`src/rtl/dap_pkg.sv`:
```
package dap_pkg;
  localparam int unsigned ADDR_W_DEF = 8;
  localparam int unsigned SYNC_STAGES = 2;

  typedef enum logic {
    MODE_SERIAL   = 1'b0,
    MODE_PARALLEL = 1'b1
  } prog_mode_e;
endpackage

```
`src/rtl/dap_sync.sv`:
```
module dap_sync #(
  parameter int unsigned W      = 1,
  parameter int unsigned STAGES = 2
) (
  input  logic         clk_i,
  input  logic         rst_ni,
  input  logic [W-1:0] d_i,
  output logic [W-1:0] q_o
);
  logic [W-1:0] stg_q [STAGES];

  generate
    for (genvar s = 0; s < STAGES; s++) begin : g_stage
      if (s == 0) begin : g_first
        always_ff @(posedge clk_i or negedge rst_ni)
          if (!rst_ni) stg_q[s] <= '0;
          else         stg_q[s] <= d_i;
      end else begin : g_next
        always_ff @(posedge clk_i or negedge rst_ni)
          if (!rst_ni) stg_q[s] <= '0;
          else         stg_q[s] <= stg_q[s-1];
      end
    end
  endgenerate

  assign q_o = stg_q[STAGES-1];
endmodule

```
`src/rtl/dap_edge.sv`:
```
module dap_edge #(
  parameter int unsigned W = 1
) (
  input  logic         clk_i,
  input  logic         rst_ni,
  input  logic [W-1:0] d_i,
  output logic [W-1:0] prev_o,
  output logic [W-1:0] rise_o,
  output logic [W-1:0] fall_o
);
  always_ff @(posedge clk_i or negedge rst_ni)
    if (!rst_ni) prev_o <= '0;
    else         prev_o <= d_i;

  assign rise_o = d_i & ~prev_o;
  assign fall_o = ~d_i & prev_o;
endmodule

```
`src/rtl/dap_shreg.sv`:
```
module dap_shreg #(
  parameter int unsigned W = 8
) (
  input  logic         clk_i,
  input  logic         rst_ni,
  input  logic         load_i,
  input  logic [W-1:0] load_val_i,
  input  logic         shift_i,
  input  logic         sdi_i,
  output logic [W-1:0] q_o
);
  always_ff @(posedge clk_i or negedge rst_ni)
    if (!rst_ni)      q_o <= '0;
    else if (shift_i) q_o <= {q_o[W-2:0], sdi_i};
    else if (load_i)  q_o <= load_val_i;
endmodule

```
`src/rtl/dap_commit.sv`:
```
module dap_commit #(
  parameter int unsigned W = 8
) (
  input  logic         clk_i,
  input  logic         rst_ni,
  input  logic         follow_i,
  input  logic [W-1:0] follow_val_i,
  input  logic         commit_i,
  input  logic [W-1:0] commit_val_i,
  output logic [W-1:0] addr_o,
  output logic         upd_o
);
  logic [W-1:0] addr_d;

  always_comb begin
    addr_d = addr_o;
    if (follow_i)      addr_d = follow_val_i;
    else if (commit_i) addr_d = commit_val_i;
  end

  always_ff @(posedge clk_i or negedge rst_ni)
    if (!rst_ni) begin
      addr_o <= '0;
      upd_o  <= 1'b0;
    end else begin
      addr_o <= addr_d;
      upd_o  <= (addr_d != addr_o);
    end
endmodule

```
`src/rtl/dly_addr_prog.sv`:
```
module dly_addr_prog
  import dap_pkg::*;
#(
  parameter int unsigned ADDR_W = ADDR_W_DEF
) (
  input  logic              clk_i,
  input  logic              rst_ni,
  input  logic              mode_i,
  input  logic              en_i,
  input  logic [ADDR_W-1:0] par_i,
  input  logic              sclk_i,
  input  logic              sdi_i,
  output logic              sdo_o,
  output logic              sdo_oe_o,
  output logic [ADDR_W-1:0] addr_o,
  output logic              upd_o
);
  localparam int unsigned SYNC_W = ADDR_W + 4;

  logic [SYNC_W-1:0] raw_bus, sync_bus;
  logic              mode_s, en_s, sclk_s, sdi_s;
  logic [ADDR_W-1:0] par_s;
  prog_mode_e        mode_e;

  assign raw_bus = {mode_i, en_i, sclk_i, sdi_i, par_i};

  dap_sync #(.W(SYNC_W), .STAGES(SYNC_STAGES)) u_sync (
    .clk_i (clk_i),
    .rst_ni(rst_ni),
    .d_i   (raw_bus),
    .q_o   (sync_bus)
  );

  assign {mode_s, en_s, sclk_s, sdi_s, par_s} = sync_bus;
  assign mode_e = prog_mode_e'(mode_s);

  // bit 1: enable, bit 0: serial clock
  logic [1:0] edg_prev, edg_rise, edg_fall;
  logic       en_prev, en_fall, sclk_rise;

  dap_edge #(.W(2)) u_edge (
    .clk_i (clk_i),
    .rst_ni(rst_ni),
    .d_i   ({en_s, sclk_s}),
    .prev_o(edg_prev),
    .rise_o(edg_rise),
    .fall_o(edg_fall)
  );

  assign en_prev   = edg_prev[1];
  assign en_fall   = edg_fall[1];
  assign sclk_rise = edg_rise[0];

  logic              par_follow, ser_shift, ser_commit;
  logic [ADDR_W-1:0] sr_q;

  assign par_follow = (mode_e == MODE_PARALLEL) && en_s;
  assign ser_shift  = (mode_e == MODE_SERIAL) && en_s && sclk_rise;
  assign ser_commit = (mode_e == MODE_SERIAL) && en_fall;

  // register mirrors the parallel value so read-back starts from the active address
  dap_shreg #(.W(ADDR_W)) u_shreg (
    .clk_i     (clk_i),
    .rst_ni    (rst_ni),
    .load_i    (par_follow),
    .load_val_i(par_s),
    .shift_i   (ser_shift),
    .sdi_i     (sdi_s),
    .q_o       (sr_q)
  );

  dap_commit #(.W(ADDR_W)) u_commit (
    .clk_i       (clk_i),
    .rst_ni      (rst_ni),
    .follow_i    (par_follow),
    .follow_val_i(par_s),
    .commit_i    (ser_commit),
    .commit_val_i(sr_q),
    .addr_o      (addr_o),
    .upd_o       (upd_o)
  );

  assign sdo_o    = sr_q[ADDR_W-1];
  assign sdo_oe_o = en_s && (mode_e == MODE_SERIAL);
endmodule

```
`config.mk`:
```
export PLATFORM = sky130hd
export DESIGN_NAME = dly_addr_prog
export DESIGN_NICKNAME = d
export VERILOG_FILES = /design/src/rtl/dap_pkg.sv /design/src/rtl/dap_sync.sv /design/src/rtl/dap_edge.sv /design/src/rtl/dap_shreg.sv /design/src/rtl/dap_commit.sv /design/src/rtl/dly_addr_prog.sv
export SDC_FILE = /design/constraint.sdc
export NUM_CORES = 1
export LEC_CHECK = 0
export BUFFER_PORTS_ARGS = -buffer_cell sky130_fd_sc_hd__buf_2
export CORE_ASPECT_RATIO = 0.6
export CORE_UTILIZATION = 36
export DETAILED_ROUTE_END_ITERATION = 8
export PLACE_DENSITY_LB_ADDON = 0.25
export REMOVE_ABC_BUFFERS = 1
export SETUP_SLACK_MARGIN = 0.4
export SLEW_MARGIN = 20
export SYNTH_ARGS = -nofsm -noshare
export SYNTH_HDL_FRONTEND = slang
export SYNTH_HIERARCHICAL = 1
export SYNTH_SLANG_ARGS = --single-unit
```
`constraint.sdc`:
```
create_clock -name clk_i -period 1.44 [get_ports clk_i]
set_input_delay 0.144 -clock clk_i [delete_from_list [all_inputs] [get_ports clk_i]]
set_output_delay 0.144 -clock clk_i [all_outputs]
set_load 0.02 [all_outputs]
```
# After elaboration in Yosys (flattened, before gate mapping)

Index checks and enable logic that the tools add are counted.

Latch bits: 0
Input port bits: 14
Memory bits (writable): 0
Memories: 0
ROM bits: 0
Logic and storage cells: 21
Bits in registers: 43
Output and inout bits: 11

Div/mod/pow operators: 0
Bitwise operators: 5
Multiplexer cells: 4
Reduce and logical (&&, ||, !) cells: 5
Add/sub/neg operators: 0
Shift-type cells: 0
$lt $le $gt $ge: 0
Eq/ne operators: 1
Multiply operators: 0

Operators by type and width:

| kind                  | count |
|---|---|
| two-way mux 8 bit     | 4 |
| inequality test 8 bit | 1 |
| logical AND 1 bit     | 4 |
| bitwise AND 2 bit     | 1 |
| inverter 1 bit        | 2 |
| inverter 2 bit        | 1 |
| nonzero test 2 bit    | 1 |
| bitwise AND 1 bit     | 1 |

# Logic depth before layout (Yosys ltp)

Gate-level depths: netlist (run 1).

Word-level depth: 6
Gate-level depth with buffers: 8

# Hierarchy

Netlist (run 1), hierarchy kept.

Modules (own cells, without submodules):

| module        | cells an instance | area each (µm²) | seq. area each (µm²) | times used |
|---|---|---|---|---|
| dap_sync      | 36                | 690.7           | 600.6                | 1 |
| dap_commit    | 62                | 584.3           | 225.2                | 1 |
| dap_shreg     | 34                | 372.9           | 200.2                | 1 |
| dap_edge      | 6                 | 85.1            | 50.0                 | 1 |
| dly_addr_prog | 4                 | 28.8            | 0.0                  | 1 |

# Least setup slack after synthesis (run 1)

OpenSTA, ideal clock, no wires.

Path kind: register to register
Start: reg u_sync.stg_q, in the netlist u_sync/q_o[10]
End: reg u_commit.upd_o
Arrival time: 1.375 ns
Library setup time: 0.090 ns
Buffers on the path: 2
Cell stages (with the launch flop): 9
Period minus slack after synthesis: 1.466 ns
Path slack: -0.026 ns
Cell sequence: dfrtp_1 -> buf_4 -> and2b_2 -> nor2b_1 -> buf_4 -> nand2b_1 -> o32ai_1 -> a21oi_1 -> o221ai_1

Longest elaborated chain between the ends: 6

Ends and longest elaborated chain:

| element                         | line                | source |
|---|---|---|
| start, declared                 | dap_sync.sv:10      | `logic [W-1:0] stg_q [STAGES];` |
| start signal, assigned by index | dap_sync.sv:21      | `else stg_q[s] <= stg_q[s-1];` |
| inverter 2 bit                  | dap_edge.sv:16      | `assign fall_o = ~d_i & prev_o;` |
| bitwise AND 2 bit               | dap_edge.sv:16      |  |
| via edg_fall[1]                 | dly_addr_prog.sv:38 | `logic [1:0] edg_prev, edg_rise, edg_fall;` |
| logical AND 1 bit               | dly_addr_prog.sv:59 | `assign ser_commit = (mode_e == MODE_SERIAL) && en_fall;` |
| via ser_commit                  | dly_addr_prog.sv:54 | `logic par_follow, ser_shift, ser_commit;` |
| two-way mux 8 bit               | dap_commit.sv:18    | `else if (commit_i) addr_d = commit_val_i;` |
| two-way mux 8 bit               | dap_commit.sv:17    | `if (follow_i) addr_d = follow_val_i;` |
| inequality test 8 bit           | dap_commit.sv:27    | `upd_o <= (addr_d != addr_o);` |
| end signal, assigned            | dap_commit.sv:27    |  |
| end, declared                   | dap_commit.sv:11    | `output logic upd_o` |

The timed path passes the listed nets, and every way through them passes these cells.
A chain may end at the register's enable or synchronous reset.

# Worst setup path in the final report (run 1)

Start: reg u_sync.stg_q, in the netlist u_sync/q_o[10]
End: reg u_commit.addr_o[6]

Longest elaborated chain between the ends: 5

Ends and longest elaborated chain:

| element                | line                | source |
|---|---|---|
| inverter 2 bit         | dap_edge.sv:16      |  |
| bitwise AND 2 bit      | dap_edge.sv:16      |  |
| via edg_fall[1]        | dly_addr_prog.sv:38 |  |
| logical AND 1 bit      | dly_addr_prog.sv:59 |  |
| via ser_commit         | dly_addr_prog.sv:54 |  |
| two-way mux 8 bit      | dap_commit.sv:18    |  |
| two-way mux 8 bit      | dap_commit.sv:17    |  |
| via u_commit.addr_d[6] | dap_commit.sv:13    | `logic [W-1:0] addr_d;` |
| end signal, assigned   | dap_commit.sv:26    | `addr_o <= addr_d;` |
| end, declared          | dap_commit.sv:10    | `output logic [W-1:0] addr_o,` |

The timed path passes the listed nets, and every way through them passes these cells.

==> results of run 1 <==
-- worst reg2reg max path, cell delays in order, from the launching register on --
cell and delay (ns):
dfrtp_1 0.41, and2b_2 0.22, nor2b_4 0.19, buf_8 0.17, mux2i_2 0.23, o21ai_1 0.08
-- final timing paths --
path	slack, ns	endpoint	startpoint
min in group clk_i	0.35	u_sync/q_o[7]$_DFF_PN0_	u_sync/stg_q[19]$_DFF_PN0_
max reg2reg	0.04	u_commit/addr_o[6]$_DFF_PN0_	u_sync/q_o[10]$_DFF_PN0_
min reg2reg	0.35	u_sync/q_o[7]$_DFF_PN0_	u_sync/stg_q[19]$_DFF_PN0_
min	0.34	u_sync/stg_q[16]$_DFF_PN0_	rst_ni
max in group asynchronous	0.61	u_commit/addr_o[2]$_DFF_PN0_	rst_ni
max	0.04	u_commit/addr_o[6]$_DFF_PN0_	u_sync/q_o[10]$_DFF_PN0_
-- timing repair --
item,CTS,global route
setup endpoints to repair,27,27
hold buffers,13,0
buffers inserted,5,5
pin swaps,3,2
hold endpoints to repair,32,0
gates resized for setup,22,17
-- power by group --
group / total [uW] / internal (uW) / switching [uW]
clock network: 950 / 526 / 425
registers: 1470 / 1330 / 144
logic: 543 / 300 / 243
total: 2960 / 2150 / 811
-- layout make-up --
type | instances | share of cell area (%)
sequential | 43 | 46.6
multi-input combinational | 78 | 24.9
timing repair buffer | 53 | 19.7
tap | 63 | 3.39
clock buffer | 5 | 2.96
clock inverter | 3 | 2.05
inverter | 3 | 0.485
-- sequential cells by signal, indices dropped and copies added (netlist names) --
| signal | flops |
|---|---|
| u_edge/prev_o | 2 |
| u_commit/addr_o | 8 |
| u_commit/upd_o | 1 |
| u_sync/q_o | 12 |
| u_sync/stg_q | 12 |
| u_shreg/q_o | 8 |
-- metrics by stage --
step / TNS (ns) / setup WS [ns] / power, uW / std cells
global route: -0.0420 / -0.0201 / 3130 / 248
global placement: 0 / 0.0752 / 1880 / 217
finish: 0 / 0.0373 / 2960 / 248
CTS: 0 / 0.0592 / 2940 / 243
floorplan: -1.81 / -0.359 / 1710 / 124
detailed placement: -0.00230 / -0.00163 / 1890 / 217
-- layer usage --
layer | part of all wire [%] | GRT usage (%) | vias to the layer above
met5 | 0 | 0 | -
met4 | 1.1 | 4.69 | 0
met3 | 4.8 | 5.05 | 4
met2 | 45 | 19.6 | 30
met1 | 49 | 19.6 | 551
li1 | - | - | 541
==> metrics.yaml, run 1 <==
run_status:
  status: "completed"
cts:
  cts.reportedPaths.clkPinSlew_ns: 0.08
  numCtsBuffers: 5
  htreeDepth: 2
  cts_buffer_depth: 2
  clkLatencyLatePin_ns: 0.29
  cts_tree: "done"
  cts.sink_count: 43
  cts_root_buffer: "clkbuf_8"
logic_synthesis:
  syn_inst: 140
  synth_area_sq_um: 1740
  avgSynthCellArea_sq_um: 12.5
  synth.yosys.warnings: 6
final_layout:
  final_cell_mix: "39 x dfrtp_1, 18 x buf_2, 15 x mux2i_1, 15 x nand2_1, 15 x o21ai_1"
  fillCellCount: 418
  multi_input_area_sq_um: 578
  fin_area_sq_um: 2320
  seq_area_sq_um: 1080
  drive_above_1_share_pct: 34.1
  final_common_cell: "dfrtp_1"
  fin_util_pct: 50.4
  num_antenna_cells: 0
  area_growth_pct: 33.1
  final_nets: 198
drt:
  drt_iter0_drc: 28
  drc: 0
  antenna_left: 0
  wl_per_cell_microns: 13.4
  first_pass_iters: 4
  routed_wl_mm: 3.31
  routed_via_density: 4.54
  via_count: 1126
power_and_ir_drop:
  p_per_area_nw_per_um2: 1280
  ir_drop_mv: 0.597
  p_leak_uw: 0.00102
global_route:
  grt_max_degree: 24
  antenna_found_initial: 0
  grt_pass1_wl_mm: 5.31
  overflow: 0
  grt_usage_pct: 13.9
  grt_pass1_vias: 1086
floorplanning:
  start_util_pct: 37.8
  die_area_sq_um: 5140
  die_w_microns: 91.9
  rows: 19
  die_y_microns: 55.9
  ioPinCount: 25
  core_sq_um: 4610
critical_path:
  crit_required_ns: 1.62
  cp-start-kind: "register"
  reg2reg_depth: 5
  path_cells: "and2b_2 -> nor2b_4 -> buf_8 -> mux2i_2 -> o21ai_1"
  critPathSlowestCell: "dfrtp_1"
  crit_fanout: 8
  crit_cells: 5
  end_kind: "register"
  critPathBufInv: 1
  cp.arrival_ns: 1.58
  crit_type: "register to register"
  slowest_delay_ns: 0.41
  critPathTopFamily: "simple AND/OR/NAND/NOR gates"
timing:
  holdWs_ns: 0.341
  fin_crit_ns: 1.40
  relSlewSlack_pct: 67.1
  maxClockFrequency_mhz: 713
  final_max_slew_viol_count: 0
  fin_skew_ns: 0.00762
  fin_crit_sh_pct: 97.4
  finalSetupViolations: 0
  hold_viol: 0
  worstMarginPinSlew_ns: 0.494
  rsz0062_at_grt: "true"
placement:
  io_buffers: 24
  dp_hpwl_mm: 2.16
  place_area_sq_um: 1890
  place.gp.congestion: 0.760
hold_path:
  hold_path_class: "input port to asynchronous set/reset pin"
flow_run:
  drv_cap: 0
(Power assumes the default switching activity.)
==> run 2: changes to the inputs <==
--- a/config.mk
+++ b/config.mk
@@ -8,10 +8,12 @@
 export BUFFER_PORTS_ARGS = -buffer_cell sky130_fd_sc_hd__buf_2
 export CORE_ASPECT_RATIO = 0.6
 export CORE_UTILIZATION = 36
+export CTS_BUF_LIST = sky130_fd_sc_hd__clkbuf_16
 export DETAILED_ROUTE_END_ITERATION = 8
 export PLACE_DENSITY_LB_ADDON = 0.25
 export REMOVE_ABC_BUFFERS = 1
 export SETUP_SLACK_MARGIN = 0.4
+export SKIP_CTS_REPAIR_TIMING = 1
 export SLEW_MARGIN = 20
 export SYNTH_ARGS = -nofsm -noshare
 export SYNTH_HDL_FRONTEND = slang
==> metrics.yaml, run 2 (synthesis results as in run 1) <==
final_layout:
  final_cell_mix: "38 x dfrtp_1, 16 x mux2i_1, 15 x buf_2"
  final_common_cell: "dfrtp_1"
  fin_area_sq_um: 2410  # +3.9%
  final_cells: 246  # -0.81%
  num_antenna_cells: 0  # unchanged
  reg_top3: "u_sync/q_o: 12 flops, u_sync/stg_q: 12 flops"
  final_nets: 196  # -1.0%
  fillCellCount: 407  # -2.6%
  area_growth_pct: 38.3
  drive_above_1_share_pct: 35.0  # +0.92 points
  multi_input_area_sq_um: 589  # +1.9%
  seq_area_sq_um: 1080  # +0.12%
power_and_ir_drop:
  ir_drop_mv: 0.631  # +5.6%
  p_leak_uw: 0.00106  # +4.1%
  p_total_uw: 3320  # +12%
  p_per_area_nw_per_um2: 1380  # +7.9%
timing:
  relSlewSlack_pct: 67.1  # about the same
  fin_crit_ns: 1.40  # -0.00544 ns
  fin_skew_ns: 0.00500  # -0.00262 ns
  hold_viol: 0  # unchanged
  fin_crit_sh_pct: 97.0  # -0.38 points
  worstMarginPinSlew_ns: 0.493  # -0.000709 ns
  final_max_slew_viol_count: 0  # unchanged
  maxClockFrequency_mhz: 716  # +0.39%
  rsz0062_at_grt: "true"
  finalSetupViolations: 0  # unchanged
flow_run:
  drv_cap: 0  # unchanged
cts:
  cts.sink_count: 43  # unchanged
  cts_root_buffer: "clkbuf_16"
  cts.reportedPaths.clkPinSlew_ns: 0.06  # -0.02 ns
  htreeDepth: 2  # unchanged
  cts_buffer_depth: 2  # unchanged
  cts_tree: "done"
  numCtsBuffers: 5  # unchanged
  clkLatencyLatePin_ns: 0.28  # about the same
hold_path:
  hold_path_class: "input port to asynchronous set/reset pin"
critical_path:
  endpoint: "u_commit/upd_o$_DFF_PN0_"
  crit_required_ns: 1.58  # -0.04 ns
  regToRegSetupSlack_ns: 0.04  # about the same
  reg2reg_depth: 6  # +1
  end_kind: "register"
  cp.arrival_ns: 1.54  # -0.04 ns
  crit_fanout: 3  # -5
  crit_start: "u_sync/q_o[10]$_DFF_PN0_"
  reg2reg_to: "u_commit/upd_o$_DFF_PN0_"
  cp-start-kind: "register"
  crit_type: "register to register"
  timing.rr.start: "u_sync/q_o[10]$_DFF_PN0_"
drt:
  first_pass_iters: 4  # unchanged
  drt_iter0_drc: 34  # +21%
  routed_via_density: 4.55  # +0.19%
  drc: 0  # unchanged
  via_count: 1119  # -0.62%
  wl_per_cell_microns: 14.1  # +5.9%
  routed_wl_mm: 3.48  # +5.0%
  antenna_left: 0  # unchanged
floorplanning:
  ioPinCount: 25  # unchanged
  start_util_pct: 37.8  # unchanged
  die_area_sq_um: 5140  # unchanged
  rows: 19  # unchanged
  die_w_microns: 91.9  # unchanged
  core_sq_um: 4610  # unchanged
  die_y_microns: 55.9  # unchanged
placement:
  place_area_sq_um: 1890  # unchanged
  place_inst: 217  # unchanged
  dp_hpwl_mm: 2.16  # unchanged
  place.gp.congestion: 0.760  # unchanged
  io_buffers: 24  # unchanged
global_route:
  grt_pass1_vias: 985  # -9.3%
  antenna_found_initial: 0  # unchanged
  overflow: 0  # unchanged
  grt_pass1_wl_mm: 5.03  # -5.2%
  grt_usage_pct: 13.6  # -0.29 points
  grt_max_degree: 24  # unchanged
run_status:
  status: "completed"
run 2: cell types whose count changed in the layout (fill, tap and decap cells not counted), moves of 3 or more:
cell and change:
buf_6 +5, clkbuf_16 +6, clkbuf_8 -5, buf_2 -3, buf_4 -4, o21ai_1 -9
o21ai_0 +7
run 2: critical path, cell delays in order, from the launching register on:
cell      delay (ns)
dfrtp_1         0.38
and2b_2         0.23
nor2b_4         0.13
nand2b_1        0.13
o22ai_1         0.09
a21oi_1         0.14
o221ai_1        0.15
run 2: worst min-delay path by stage:
stage,from,to,slack [ns],cells after the start
floorplan,rst_ni,u_commit/addr_o[0]$_DFF_PN0_,-0.15,0
global placement,rst_ni,u_sync/stg_q[16]$_DFF_PN0_,0.14,1
detailed placement,rst_ni,u_sync/stg_q[16]$_DFF_PN0_,0.14,1
CTS,rst_ni,u_sync/stg_q[16]$_DFF_PN0_,-0.17,1
global route,u_sync/stg_q[13]$_DFF_PN0_,u_sync/q_o[1]$_DFF_PN0_,0.36,0
finish,rst_ni,u_sync/stg_q[16]$_DFF_PN0_,0.35,2
run 2: stage by stage:
stage	setup TNS (ns)	hold WS (ns)	util, %	setup WS [ns]
floorplan	-1.81	-0.152	-	-0.359
global placement	0	0.138	41.0	0.0752
detailed placement	-0.00230	0.142	41.0	-0.00163
CTS	-0.0747	-0.168	44.7	-0.0177
global route	-0.0132	0.360	52.3	-0.00675
finish	0	0.347	52.3	0.0427
run 2: final cells by class:
class	instances	share of cell area, %
tap	63	3.27
timing repair buffer	51	19.8
clock buffer	5	5.19
clock inverter	3	1.97
sequential	43	44.9
inverter	3	0.467
multi-input combinational	78	24.4
run 2: metal layers:
metal  vias to the layer above  track usage (%)  part of all wire [%]  wire [microns]
met5                         -                0                     0               0
met4                         0             7.37                   1.0              35
met3                         4             4.78                   3.8             131
met2                        19             17.3                    45            1550
met1                       554             19.8                    51            1760
li1                        542                -                     -               -
run 2: power breakdown:
group          internal (uW)  switching, uW  total [uW]
logic                    300            243         542
registers               1330            153        1480
clock network            826            469        1300
==> run 3: changes to the inputs <==
==> constraint.sdc (replaced) <==
create_clock -name clk_i -period 1.4 [get_ports clk_i]
set_input_delay 0.14 -clock clk_i [delete_from_list [all_inputs] [get_ports clk_i]]
set_output_delay 0.14 -clock clk_i [all_outputs]
set_load 0.02 [all_outputs]
==> metrics.yaml, run 3 (synthesis results as in run 1) <==
drt:
  routed_via_density: 4.72  # +3.9%
  wl_met2_mm: 1.67  # +7.7%
  drc: 0  # unchanged
  wl_per_cell_microns: 14.6  # +3.4%
  dr.max_layer_used: "met4"
  via_count: 1167  # +4.3%
  drt_iter0_drc: 47  # +38%
  first_pass_iters: 4  # unchanged
  routed_wl_mm: 3.61  # +3.8%
  wl_met1_mm: 1.71  # -3.0%
  wl_met3_microns: 156  # +19%
  antenna_left: 0  # unchanged
critical_path:
  cp-start-kind: "register"
  end_kind: "register"
  cp.arrival_ns: 1.59  # +0.05 ns
  critPathBufInv: 1  # +1
  path_cells: "buf_4 -> and2_4 -> nand2b_4 -> o32ai_4 -> a21oi_2 -> o221ai_2"
  critPathSlowestCell: "dfrtp_1"
  critPathTopFamily: "compound AO/OA/AOI/OAI gates"
  crit_type: "register to register"
  slowest_delay_ns: 0.39  # about the same
  reg2reg_to: "u_commit/upd_o$_DFF_PN0_"
  timing.rr.start: "u_sync/q_o[10]$_DFF_PN0_"
  regToRegSetupSlack_ns: 0.01  # -0.03 ns
  crit_required_ns: 1.60  # +0.02 ns
  crit_fanout: 7  # +4
  reg2reg_depth: 6  # unchanged
placement:
  dp_hpwl_mm: 2.01  # -6.9%
  place.gp.congestion: 0.749  # -1.4%
  place_area_sq_um: 1880  # -0.53%
  io_buffers: 24  # unchanged
cts:
  htreeDepth: 2  # unchanged
  numCtsBuffers: 5  # unchanged
  clkLatencyLatePin_ns: 0.28  # about the same
  cts_root_buffer: "clkbuf_16"
  cts.reportedPaths.clkPinSlew_ns: 0.06  # about the same
  cts_buffer_depth: 2  # unchanged
  cts.sink_count: 43  # unchanged
  cts_tree: "done"
hold_path:
  worstHoldPathCells: 0
  hold_end: "u_sync/q_o[7]$_DFF_PN0_"
  hold_path_class: "register to register"
  hp-start: "u_sync/stg_q[19]$_DFF_PN0_"
power_and_ir_drop:
  p_total_uw: 3590  # +8.1%
  p_leak_uw: 0.00104  # -1.6%
  p_per_area_nw_per_um2: 1480  # +7.6%
  ir_drop_mv: 0.581  # -7.8%
final_layout:
  final_nets: 197  # +0.51%
  reg_top3: "u_sync/q_o: 12 flops, u_sync/stg_q: 12 flops"
  fin_util_pct: 52.5  # +0.22 points
  final_common_cell: "dfrtp_1"
  num_antenna_cells: 0  # unchanged
  multi_input_area_sq_um: 608  # +3.2%
  fillCellCount: 410  # +0.74%
  area_growth_pct: 38.9
  final_cell_mix: "39 x dfrtp_1, 16 x buf_2, 16 x nand2_1"
  seq_area_sq_um: 1080  # -0.12%
  drive_above_1_share_pct: 34.2  # -0.73 points
  fin_area_sq_um: 2420  # +0.41%
global_route:
  grt_pass1_vias: 964  # -2.1%
  overflow: 0  # unchanged
  grt_max_degree: 44  # +83%
  antenna_found_initial: 0  # unchanged
  grt_usage_pct: 13.4  # -0.13 points
  grt_pass1_wl_mm: 4.89  # -2.7%
run_status:
  status: "completed"
timing:
  holdWs_ns: 0.347  # -0.000470 ns
  fin_crit_sh_pct: 99.2  # +2.2 points
  final_max_slew_viol_count: 0  # unchanged
  hold_viol: 0  # unchanged
  finalSetupViolations: 0  # unchanged
  relSlewSlack_pct: 65.3  # -1.8 points
  worstMarginPinSlew_ns: 0.521  # +0.0274 ns
  fin_skew_ns: 0.00541  # +0.000407 ns
  fin_crit_ns: 1.39  # -0.00826 ns
  maxClockFrequency_mhz: 720  # +0.59%
  rsz0062_at_grt: "true"
floorplanning:
  ioPinCount: 25  # unchanged
  start_util_pct: 37.8  # unchanged
  core_sq_um: 4610  # unchanged
  die_w_microns: 91.9  # unchanged
  die_y_microns: 55.9  # unchanged
  die_area_sq_um: 5140  # unchanged
  rows: 19  # unchanged
flow_run:
  drv_cap: 0  # unchanged
[run 3: area by class of cell]
type                            instances  share of cell area, %
Multi-Input combinational cell         79                   25.1
Sequential cell                        43                   44.6
Inverter                                3                  0.465
Clock buffer                            5                   5.17
Tap cell                               63                   3.25
Clock inverter                          3                   2.79
Timing Repair Buffer                   51                   18.6
[run 3: per-stage QoR]
stage	setup slack (ns)	instances	setup TNS (ns)
finish	0.0110	247	0
global route	-0.0930	247	-0.200
CTS	-0.0622	227	-0.199
detailed placement	-0.0132	219	-0.0308
global placement	0.0211	219	0
floorplan	-0.399	124	-2.17
[run 3: worst max path at each step]
stage / endpoint / from / slack [ns] / depth (start not counted)
global placement: u_shreg/q_o[7]$_DFFE_PN0P_ / u_edge/prev_o[0]$_DFF_PN0_ / 0.02 / 4
finish: u_commit/upd_o$_DFF_PN0_ / u_sync/q_o[10]$_DFF_PN0_ / 0.01 / 6
floorplan: u_commit/upd_o$_DFF_PN0_ / u_sync/q_o[10]$_DFF_PN0_ / -0.40 / 6
global route: u_commit/upd_o$_DFF_PN0_ / u_commit/addr_o[4]$_DFF_PN0_ / -0.09 / 4
detailed placement: u_commit/addr_o[6]$_DFF_PN0_ / u_sync/q_o[10]$_DFF_PN0_ / -0.01 / 5
CTS: u_commit/upd_o$_DFF_PN0_ / u_sync/q_o[10]$_DFF_PN0_ / -0.06 / 6
[run 3: routing by layer]
layer	GRT usage (%)	vias up
met1	19.7	582
met5	0	-
met4	8.04	0
li1	-	548
met2	16.6	30
met3	4.92	7
[run 3: where the power goes]
part           switching, uW  leakage (uW)  internal, uW
Sequential               139      0.000503          1370
Combinational            281      0.000448           321
Clock                    461     0.0000900          1020
